===== src/rtl/uhb_pkg.sv =====
// Package: shared constants for the dual-channel host bus front end.
// Assumes an 8-bit or wider data bus and a 3-bit register offset.
package uhb_pkg;
    localparam int unsigned NUM_CH      = 2;
    localparam int unsigned DIV_ACC_BIT = 7;

    // Register offsets that carry storage
    localparam logic [2:0] OFS_DIV_LO  = 3'd0;
    localparam logic [2:0] OFS_DIV_HI  = 3'd1;
    localparam logic [2:0] OFS_LINE    = 3'd3;
    localparam logic [2:0] OFS_SCRATCH = 3'd7;

    // Fixed identification codes
    localparam logic [7:0] ID_CODE  = 8'h06;
    localparam logic [7:0] REV_CODE = 8'h01;

    typedef enum logic {
        MODE_SINGLE = 1'b0,
        MODE_DUAL   = 1'b1
    } bus_style_e;
endpackage


===== src/rtl/uhb_sel_decode.sv =====
// Module: uhb_sel_decode
// Turns the chip-select pins into a per-channel select vector.
// Assumes bus_mode is static during operation. Purely combinational.
module uhb_sel_decode
    import uhb_pkg::*;
(
    input  logic              bus_mode,
    input  logic              sel_a_n,
    input  logic              sel_b_n,
    input  logic              chan_bit,
    output logic [NUM_CH-1:0] chan_sel
);
    // Decode the active bus style into channel selects
    always_comb begin
        if (bus_style_e'(bus_mode) == MODE_DUAL) begin
            chan_sel[0] = ~sel_a_n;
            chan_sel[1] = ~sel_b_n;
        end else begin
            chan_sel[0] = ~sel_a_n & ~chan_bit;
            chan_sel[1] = ~sel_a_n &  chan_bit;
        end
    end
endmodule


===== src/rtl/uhb_chan_regs.sv =====
// Module: uhb_chan_regs
// One channel's register bank: divisor low/high, line control, scratchpad.
// Produces combinational read data, including the ID/revision window.
// Assumes DATA_W >= 8 and that wr_stb is already qualified by channel select.
module uhb_chan_regs
    import uhb_pkg::*;
#(
    parameter int unsigned DATA_W = 8,
    parameter int unsigned ADDR_W = 3
) (
    input  logic              clk,
    input  logic              rst_n,
    input  logic              wr_stb,
    input  logic [ADDR_W-1:0] addr,
    input  logic [DATA_W-1:0] wdata,
    input  logic              id_access,
    output logic [DATA_W-1:0] rd_val,
    output logic              div_zero
);
    localparam logic [DATA_W-1:0] ZERO_W = '0;

    logic [DATA_W-1:0] div_lo_q;
    logic [DATA_W-1:0] div_hi_q;
    logic [DATA_W-1:0] line_q;
    logic [DATA_W-1:0] scratch_q;
    logic              div_open;
    logic              id_hit;

    assign div_open = line_q[DIV_ACC_BIT];
    assign div_zero = (div_lo_q == ZERO_W) && (div_hi_q == ZERO_W);
    assign id_hit   = id_access && div_zero;

    // Register writes with synchronous reset
    always_ff @(posedge clk) begin
        if (!rst_n) begin
            div_lo_q  <= ZERO_W;
            div_hi_q  <= ZERO_W;
            line_q    <= ZERO_W;
            scratch_q <= ZERO_W;
        end else if (wr_stb) begin
            case (addr)
                ADDR_W'(OFS_DIV_LO):  if (div_open) div_lo_q <= wdata;
                ADDR_W'(OFS_DIV_HI):  if (div_open) div_hi_q <= wdata;
                ADDR_W'(OFS_LINE):    line_q    <= wdata;
                ADDR_W'(OFS_SCRATCH): scratch_q <= wdata;
                default: ;
            endcase
        end
    end

    // Read-side decode of the register offset
    always_comb begin
        rd_val = ZERO_W;
        case (addr)
            ADDR_W'(OFS_DIV_LO):
                if (id_hit)        rd_val = DATA_W'(ID_CODE);
                else if (div_open) rd_val = div_lo_q;
            ADDR_W'(OFS_DIV_HI):
                if (id_hit)        rd_val = DATA_W'(REV_CODE);
                else if (div_open) rd_val = div_hi_q;
            ADDR_W'(OFS_LINE):    rd_val = line_q;
            ADDR_W'(OFS_SCRATCH): rd_val = scratch_q;
            default:              rd_val = ZERO_W;
        endcase
    end


    no_stray_write_chk: assert property (@(posedge clk) disable iff (!rst_n)
        !wr_stb |=> ($stable(div_lo_q) && $stable(div_hi_q) && $stable(line_q) && $stable(scratch_q)));


    rst_clear_chk: assert property (@(posedge clk)
        !rst_n |=> (div_lo_q == ZERO_W && div_hi_q == ZERO_W && line_q == ZERO_W && scratch_q == ZERO_W));


    scratch_store_chk: assert property (@(posedge clk) disable iff (!rst_n)
        (wr_stb && addr == ADDR_W'(OFS_SCRATCH)) |=> (scratch_q == $past(wdata)));


    div_locked_chk: assert property (@(posedge clk) disable iff (!rst_n)
        (wr_stb && !div_open && addr != ADDR_W'(OFS_LINE)) |=> ($stable(div_lo_q) && $stable(div_hi_q)));
endmodule


===== src/rtl/uhb_rd_port.sv =====
// Module: uhb_rd_port
// Registers read data from the selected channel. A read that selects more
// than one channel returns zero and pulses the error flag.
// Assumes rd_en is a single-cycle strobe.
module uhb_rd_port #(
    parameter int unsigned DATA_W = 8,
    parameter int unsigned NUM_CH = 2
) (
    input  logic                           clk,
    input  logic                           rst_n,
    input  logic                           rd_en,
    input  logic [NUM_CH-1:0]              chan_sel,
    input  logic [NUM_CH-1:0][DATA_W-1:0]  ch_val,
    output logic [DATA_W-1:0]              rdata,
    output logic                           rd_err
);
    logic [DATA_W-1:0] pick;
    logic              multi;

    // Gather the value of the single selected channel
    always_comb begin
        pick = '0;
        for (int i = 0; i < NUM_CH; i++) begin
            if (chan_sel[i]) pick = pick | ch_val[i];
        end
        multi = ($countones(chan_sel) > 1);
    end

    // Capture read data and the conflict flag
    always_ff @(posedge clk) begin
        if (!rst_n) begin
            rdata  <= '0;
            rd_err <= 1'b0;
        end else if (rd_en) begin
            rdata  <= multi ? '0 : pick;
            rd_err <= multi;
        end else begin
            rd_err <= 1'b0;
        end
    end


    multi_read_chk: assert property (@(posedge clk) disable iff (!rst_n)
        (rd_en && $countones(chan_sel) > 1) |=> (rdata == '0 && rd_err));


    hold_data_chk: assert property (@(posedge clk) disable iff (!rst_n)
        !rd_en |=> ($stable(rdata) && !rd_err));


    idle_read_chk: assert property (@(posedge clk) disable iff (!rst_n)
        (rd_en && chan_sel == '0) |=> (rdata == '0 && !rd_err));
endmodule


===== src/rtl/uhb_host_if.sv =====
// Module: uhb_host_if
// Host bus front end for a two-channel UART register set. Decodes the
// chip selects, fans writes out to one or both channel banks, and returns
// registered read data. Assumes bus_mode is tied off and strobes last one cycle.
module uhb_host_if
    import uhb_pkg::*;
#(
    parameter int unsigned DATA_W = 8,
    parameter int unsigned ADDR_W = 3
) (
    input  logic              clk,
    input  logic              rst_n,
    input  logic              bus_mode,
    input  logic              sel_a_n,
    input  logic              sel_b_n,
    input  logic              chan_bit,
    input  logic [ADDR_W-1:0] addr,
    input  logic              wr_en,
    input  logic              rd_en,
    input  logic              id_access,
    input  logic [DATA_W-1:0] wdata,
    output logic [DATA_W-1:0] rdata,
    output logic              rd_err
);
    logic [NUM_CH-1:0]             chan_sel;
    logic [NUM_CH-1:0][DATA_W-1:0] ch_val;
    logic [NUM_CH-1:0]             ch_div_zero;

    uhb_sel_decode u_dec (
        .bus_mode (bus_mode),
        .sel_a_n  (sel_a_n),
        .sel_b_n  (sel_b_n),
        .chan_bit (chan_bit),
        .chan_sel (chan_sel)
    );

    for (genvar c = 0; c < NUM_CH; c++) begin : g_ch
        logic wr_stb;
        // Qualify the write strobe with this channel's select
        assign wr_stb = wr_en & chan_sel[c];

        uhb_chan_regs #(
            .DATA_W (DATA_W),
            .ADDR_W (ADDR_W)
        ) u_regs (
            .clk       (clk),
            .rst_n     (rst_n),
            .wr_stb    (wr_stb),
            .addr      (addr),
            .wdata     (wdata),
            .id_access (id_access),
            .rd_val    (ch_val[c]),
            .div_zero  (ch_div_zero[c])
        );
    end

    uhb_rd_port #(
        .DATA_W (DATA_W),
        .NUM_CH (NUM_CH)
    ) u_rd (
        .clk      (clk),
        .rst_n    (rst_n),
        .rd_en    (rd_en),
        .chan_sel (chan_sel),
        .ch_val   (ch_val),
        .rdata    (rdata),
        .rd_err   (rd_err)
    );


    single_style_one_chk: assert property (@(posedge clk) disable iff (!rst_n)
        (bus_mode == 1'b0) |-> $onehot0(chan_sel));


    single_style_idle_chk: assert property (@(posedge clk) disable iff (!rst_n)
        (bus_mode == 1'b0 && sel_a_n && rd_en) |=> (rdata == '0 && !rd_err));


    id_code_chk: assert property (@(posedge clk) disable iff (!rst_n)
        (rd_en && chan_sel == 2'b01 && id_access && ch_div_zero[0] && addr == ADDR_W'(OFS_DIV_LO))
        |=> (rdata == DATA_W'(ID_CODE)));


    rev_code_chk: assert property (@(posedge clk) disable iff (!rst_n)
        (rd_en && chan_sel == 2'b10 && id_access && ch_div_zero[1] && addr == ADDR_W'(OFS_DIV_HI))
        |=> (rdata == DATA_W'(REV_CODE)));
endmodule


===== config.mk =====
export PLATFORM = sky130hd
export DESIGN_NAME = uhb_host_if
export DESIGN_NICKNAME = d
export VERILOG_FILES = /design/src/rtl/uhb_pkg.sv /design/src/rtl/uhb_sel_decode.sv /design/src/rtl/uhb_chan_regs.sv /design/src/rtl/uhb_rd_port.sv /design/src/rtl/uhb_host_if.sv
export SDC_FILE = /design/constraint.sdc
export NUM_CORES = 1
export LEC_CHECK = 0
export BUFFER_PORTS_ARGS = -buffer_cell sky130_fd_sc_hd__buf_4
export CAP_MARGIN = 40
export CELL_PAD_IN_SITES_DETAIL_PLACEMENT = 0
export CELL_PAD_IN_SITES_GLOBAL_PLACEMENT = 1
export CORE_AREA = 5 5 95 97
export CTS_CLUSTER_DIAMETER = 30
export DETAILED_ROUTE_END_ITERATION = 6
export DIE_AREA = 0 0 100 102
export HOLD_SLACK_MARGIN = 0.08
export PLACE_DENSITY = 0.88
export SLEW_MARGIN = 20
export SYNTH_ARGS = -nofsm -noshare
export SYNTH_HDL_FRONTEND = slang
export SYNTH_SLANG_ARGS = --single-unit

===== constraint.sdc =====
create_clock -name clk -period 2.61 [get_ports clk]
set_clock_uncertainty 0.2 [all_clocks]
set_input_delay 0.522 -clock clk [delete_from_list [all_inputs] [get_ports clk]]
set_output_delay 0.522 -clock clk [all_outputs]
set_load 0.1 [all_outputs]

Word level (Yosys, flattened, before mapping)

Index checks and enable logic that the tools add are counted.

Add/subtract/negate cells: 1
Magnitude comparators: 1
Eq/ne operators: 3
Muxes and demuxes: 14
Bitwise gates (word level): 8
Reductions and logical operators: 18

Operators with widths:

| cell                                                 | number |
|---|---|
| two-way mux 8 bit                                    | 11 |
| one-hot mux 8 bit (4 select lines)                   | 2 |
| > comparator 32 x 2 -> 1 bit (second input constant) | 1 |
| logical NOT 8 bit                                    | 4 |
| AND reduction 3 bit                                  | 4 |
| AND reduction 2 bit                                  | 5 |
| bitwise OR 8 bit                                     | 1 |
| bitwise AND 1 bit                                    | 4 |
| logical AND 1 bit                                    | 4 |
| == test 3 x 1 -> 1 bit (second input constant)       | 1 |
| == test 3 x 2 -> 1 bit (second input constant)       | 1 |
| == test 3 bit (second input constant)                | 1 |
| logical NOT 3 bit                                    | 1 |
| NOT 1 bit                                            | 3 |
| adder 1 x 1 -> 2 bit                                 | 1 |
| two-way mux 2 bit                                    | 1 |

Flip-flop bits (word level): 73
Input bits: 20
Output and inout bits: 9

Longest topological paths before layout

Gate-level depths: netlist of run 1.

Word-level depth: 9
Mapped depth: 7

Modules after synthesis

Synthesis of run 1 repeated with hierarchy kept, for this count alone.

Cell total of the unflattened synthesis: 425
Area, all modules: 3639.7 µm²

Modules (own cells, without submodules):

| module         | times used | cells each | area an instance (µm²) | seq. area each (µm²) |
|---|---|---|---|---|
| uhb_chan_regs  | 2          | 187        | 1587.8                 | 640.6 |
| uhb_rd_port    | 1          | 45         | 430.4                  | 180.2 |
| uhb_sel_decode | 1          | 4          | 21.3                   | 0.0 |
| uhb_host_if    | 1          | 2          | 12.5                   | 0.0 |

Worst setup path before layout of run 1

No wires, ideal clock.

Path type: input port to flip-flop
Start point: input addr[2]
End point: register u_rd.rdata[3]
Library setup time: 0.137 ns
Data arrival time: 1.843 ns
Required time: 2.273 ns
Slack: 0.430 ns
Cell stages on the path: 6
Path buffers: 3
Cells stage by stage: buf_2 -> buf_2 -> buf_2 -> mux2_2 -> a222oi_1 -> o221ai_1

Cells in the longest elaborated chain, start to end: 6

RTL lines:

| element                               | RTL line            | RTL |
|---|---|---|
| start, declared                       | uhb_host_if.sv:17   | `input logic [ADDR_W-1:0] addr,` |
| == test 3 bit (tied with other cells) | uhb_chan_regs.sv:54 | `case (addr)` |
| one-hot mux 8 bit (4 select lines)    | uhb_chan_regs.sv:54 |  |
| two-way mux 8 bit                     | uhb_rd_port.sv:24   | `if (chan_sel[i]) pick = pick \| ch_val[i];` |
| bitwise OR 8 bit                      | uhb_rd_port.sv:24   |  |
| two-way mux 8 bit (*)                 | uhb_rd_port.sv:24   |  |
| two-way mux 8 bit (*)                 | uhb_rd_port.sv:35   | `rdata <= multi ? '0 : pick;` |
| end signal, assigned                  | uhb_rd_port.sv:35   |  |
| end, declared                         | uhb_rd_port.sv:14   | `output logic [DATA_W-1:0] rdata,` |

Every way passes the cells marked *; elsewhere a longest branch is shown, timed or not.
A chain may end at the register's enable or synchronous reset.

Final worst setup path of run 1

Start point: input addr[2]
End point: register u_rd.rdata[0]

Same word-level chain as after synthesis.

==> reports/metrics.csv, run 1 <==
metric,value,unit
ys_types,42,
yosysMostFrequentCell,dfxtp_1,
path_clk_slew,0.08,ns
synth-seq-area-share,41.9,%
tns,0,ns
synthTopCellsByCount,"dfxtp_1 (73), nand2_1 (52), mux2i_1 (37), nand3_1 (36), nor2b_1 (35)",
multi_input_area,1870,um^2
critPathTopFamily,compound AO/OA/AOI/OAI gates,
die_w,100,um
postRouteAntennaNets,0,
crit_start,addr[2],
postCtsSetupBuffers,0,
post-route-period-util,75.3,%
grt_overflow,0,
grt_setup_unrepaired,false,
grt_pass1_vias,2807,
critical-path-max-stage-delay,0.38,ns
path_buf_inv,2,
slowest_stage,mux2_2,
r2r-start,g_ch[1].u_regs.div_hi_q[2],
synth.area.top_cells,"dfxtp_1 (42%), mux2i_1 (11%), a21boi_0 (6.9%), nor2b_1 (6.3%), nand2_1 (5.6%)",
io_pins,29,
cts_buffer_depth,2,
max-slew-margin-rel,60.8,%
routed_wl,8970,um
diodes,0,
grt_max_degree,66,
crit_type,in2reg,
worst_pin_slew,0.588,ns
drive_gt1_share,17.3,%
cts-htree-levels,3,
hp-start,rd_en,
holdBufCountCts,0,
syn_to_final_growth,13.3,%
fillers,751,
final_max_slew_viol_count,0,
min_delay_worst_endpoint,u_rd.rd_err,
dieArea,10200,um^2
port_buffers,28,
min_path_type,in2reg,
synth_flop_cell,dfxtp_1,
placed_cells,499,
place_congestion,0.867,
vias,2879,
worstSkewPairLatency,0.35,ns
critical_path_peak_fanout,18,
drc_errors,0,
hold_viol,0,
dieHeight,102,um
cts.repair.resized,0,
min_path_cells,3,
synth-async-reset-ratio,0,%
post-dp-hpwl,6330,um
final-setup-viol-count,0,
period_needed,1.97,ns
yosysTopAreaCellShare,41.9,%
avgViaCountPerCell,5.59,
rrSetupSlack,0.72,ns
synth_seq_cells,73,
r2r_end,u_rd.rdata[0],
finalNonFillerCells,515,
grt_antenna_before_repair,0,
initial_core_util,43.4,%
path_cells,"buf_4, buf_4, mux2_2, a222oi_1, a21oi_1, a211o_1",
root_buffer,clkbuf_8,
grt_pass1_wl,14600,um
drt-pass1-iter-count,6,
cp-end-kind,flop,
syn_inst,389,
cp.arrival,2.02,ns
synth_top_area_cell,dfxtp_1,
cts-buffers-inserted,9,
yosysWarnings,0,
synth.avg_cell_area,8.97,um^2
worstSetupStartpointType,primary input,
layout.nets,425,
layout.area.seq,1460,um^2
grt_usage,18.4,%
peakVddDrop,0.000245,V
critPathRequiredTime,2.66,ns
core_region_area,8050,um^2
rr_worst_depth,4,
syn-num-nets,409,
drt-wirelength-per-cell,17.4,um
drt_iter0_drc,231,
status,completed,
maxCapViolCount,0,
syn_area,3490,um^2
critPathMostFrequentCell,buf_4,
clock-sinks,73,
cts_tree,done,
fin_total_pwr,2100,uW
leakagePower,0.00144,uW
rows,33,
synth-edff-count,0,
fmax,509,MHz
p_per_area,530,nW/um^2
through the flow:
step	area, um^2	hold slack [ns]	util, %	worst slack [ns]
6_report	3960	0.270	49.1	0.644
4_1_cts	3960	0.256	49.1	0.679
2_1_floorplan	3490	0.251	-	0.430
3_5_place_dp	3770	0.273	46.9	0.309
3_3_place_gp	3770	0.265	46.9	0.303
5_1_grt	3960	0.282	49.1	0.569
logic make-up after synthesis:
kind of cell	share of synthesized area [%]
DFF	41.9
AOI/OAI and AO/OA	15.4
muxes	13.5
buffers and inverters	4.70
and+or+nand+nor	24.5
worst reg2reg max path, cell delays in order, from the launching register on:
cell and delay, ns:
dfxtp_1 0.33, or4_1 0.56, or4_1 0.48, a21oi_1 0.16
a211o_1 0.11
worst max path at each step:
stage                                      end  slack (ns)  cells past startpoint
floorplan                        u_rd.rdata[3]        0.43                      6
global placement                 u_rd.rdata[0]        0.30                      6
detailed placement               u_rd.rdata[0]        0.31                      6
CTS                              u_rd.rdata[5]        0.68                      5
global route        g_ch[1].u_regs.div_lo_q[6]        0.57                      7
finish                           u_rd.rdata[0]        0.64                      6
metal layers:
metal | wire length (um) | part of all wire [%] | track usage, %
met5 | 0 | 0 | 0
met4 | 143 | 1.6 | 7.25
met3 | 515 | 5.7 | 3.69
met2 | 4080 | 45 | 28.1
met1 | 4230 | 47 | 25.6
cell type report:
type                       count  share of cell area, %
inverter                       3                  0.285
multi-input combinational    278                   47.3
timing repair buffer          40                   7.59
clock inverter                 4                  0.664
tap                          105                   3.32
sequential                    73                   36.9
clock buffer                  12                   3.92
power breakdown:
group,total [uW],switching [uW],internal [uW]
Clock,818,421,397
Combinational,157,93.8,63.6
Sequential,1120,2.90,1120
Total,2100,518,1580
cell usage in the layout (no fill, tap or decap), drive strengths merged, types with 4 or more instances in the layout:
cell type   n
nor4        4
o21ai       4
or3         4
nand2      52
nand3      36
o221ai      6
mux2i      37
buf        40
a222oi      9
nor2b      35
clkbuf     12
a21boi     32
mux2        9
inv         4
nor4b       4
dfxtp      73
nor2       12
sequential cells by signal (all words and copies together) (netlist names):
signal / flops
u_rd.rdata: 8
g_ch.u_regs.line_q: 16
u_rd.rd_err: 1
g_ch.u_regs.scratch_q: 16
g_ch.u_regs.div_hi_q: 16
g_ch.u_regs.div_lo_q: 16
(Power assumes the default switching activity.)
==> run 2: changes to the inputs <==
- CORE_AREA: 5 5 95 97 -> 5 5 99 101
- DIE_AREA: 0 0 100 102 -> 0 0 104 106
- PLACE_DENSITY: 0.88 -> 0.85
- clock period: 2.61 -> 1.63 ns (I/O delays scaled with it)
==> reports/metrics.csv, run 2 (synthesis results as in run 1) <==
metric,value,unit
drc_errors,2,
leakagePower,0.00182,uW
final_common_cell,buf_4,
dieHeight,106,um
io_pins,29,
core_region_area,8930,um^2
final_max_slew_viol_count,0,
worst_pin_slew,0.535,ns
worstSkewPairLatency,0.36,ns
max-slew-margin-rel,64.3,%
min_path_type,in2reg,
routed_wl,10300,um
drive_gt1_share,34.5,%
status,"complete, but fails checks",
fillers,850,
port_buffers,28,
grt_max_degree,65,
die_w,104,um
path_clk_slew,0.09,ns
cp-end-kind,flop,
diodes,0,
post-dp-hpwl,7060,um
dieArea,11000,um^2
drt_iter0_drc,276,
syn_to_final_growth,33.9,%
post-route-period-util,113,%
hold_viol,0,
clock-sinks,73,
postPlaceCellArea,4280,um^2
fin_ws,-0.218,ns
final_cell_area,4670,um^2
tns,-0.304,ns
grt_pass1_wl,16400,um
cts-buffers-inserted,9,
final-setup-viol-count,3,
layout_common_cells,"buf_4 (91), dfxtp_1 (70), nand2_1 (47), mux2i_1 (37), nand3_1 (35)",
fmax,541,MHz
avgViaCountPerCell,5.52,
maxCapViolCount,0,
grt_pass1_vias,3164,
critPathRequiredTime,1.73,ns
worstSetupStartpointType,flop,
cts_buffer_depth,2,
fin_total_pwr,3770,uW
multi_input_area,2020,um^2
vias,3209,
peakVddDrop,0.000554,V
period_needed,1.85,ns
drt-wirelength-per-cell,17.7,um
postRouteAntennaNets,0,
violations,"design-rule violations, negative setup slack",
p_per_area,806,nW/um^2
cts-htree-levels,3,
rrSetupSlack,-0.22,ns
place_congestion,0.913,
crit_type,reg2reg,
cp.arrival,1.95,ns
hold_ws,0.0945,ns
fin_util,52.3,%
rows,35,
layout.area.seq,1470,um^2
drt-pass1-iter-count,7,
initial_core_util,39.1,%
layout.nets,485,
cts_tree,done,
grt_setup_unrepaired,true,
grt_antenna_before_repair,0,
grt_overflow,0,
root_buffer,clkbuf_8,
grt_usage,18.7,%
critical_path_peak_fanout,2,
-- run 2: changes by cell type in the layout (fill, tap and decap cells not counted), sizes merged --
cell | before | now
clkbuf | 12 | 10
buf | 40 | 99
bufinv | 0 | 2
dlygate4sd3 | 0 | 1
-- run 2: metal layers --
metal  vias to the layer above  global-route usage, %  share of wire (%)
met1                      1539                   25.7                 45
met4                         0                   7.31                1.7
li1                       1541                      -                  -
met3                        15                   3.10                6.3
met5                         -                      0                  0
met2                       114                   29.1                 47
-- run 2: worst max-delay path: stages, from the launching register on --
cell     delay, ns
dfxtp_2       0.33
or4_4         0.55
or4_4         0.49
a21oi_2       0.13
a211o_1       0.10
-- run 2: power breakdown --
part | internal (uW) | switching (uW)
sequential | 1790 | 4.60
clock | 909 | 736
combinational | 149 | 179
total | 2850 | 920
-- run 2: layout make-up --
type                       count  share of cell area, %
sequential                    73                   31.3
multi-input combinational    278                   43.3
tap                          111                   2.97
timing repair buffer         100                   17.3
inverter                       3                  0.241
clock inverter                 6                   1.93
clock buffer                  10                   2.94
-- run 2: stage by stage --
step,std cells,setup slack [ns]
6_report,581,-0.218
5_1_grt,581,-0.252
4_1_cts,576,-0.208
3_5_place_dp,557,-0.389
3_3_place_gp,557,-0.376
2_1_floorplan,389,-0.322
-- run 2: repair_timing --
action	in CTS	in global routing
endpoints found under the hold margin	1	0
pin swaps	4	13
hold buffers	1	0
gates resized for setup	10	23
endpoints found under the setup margin	10	33
setup buffers	2	6
gates cloned	0	1
-- run 2: path summary, 6_finish.rpt --
| check | startpoint | depth (start not counted) | end |
|---|---|---|---|
| setup / recovery | g_ch[1].u_regs.div_hi_q[2] | 4 | u_rd.rdata[0] |
| hold / removal | wdata[7] | 3 | g_ch[0].u_regs.div_lo_q[7] |
| setup reg to reg | g_ch[1].u_regs.div_hi_q[2] | 4 | u_rd.rdata[0] |
| hold reg to reg | g_ch[0].u_regs.div_hi_q[0] | 2 | g_ch[0].u_regs.div_hi_q[0] |
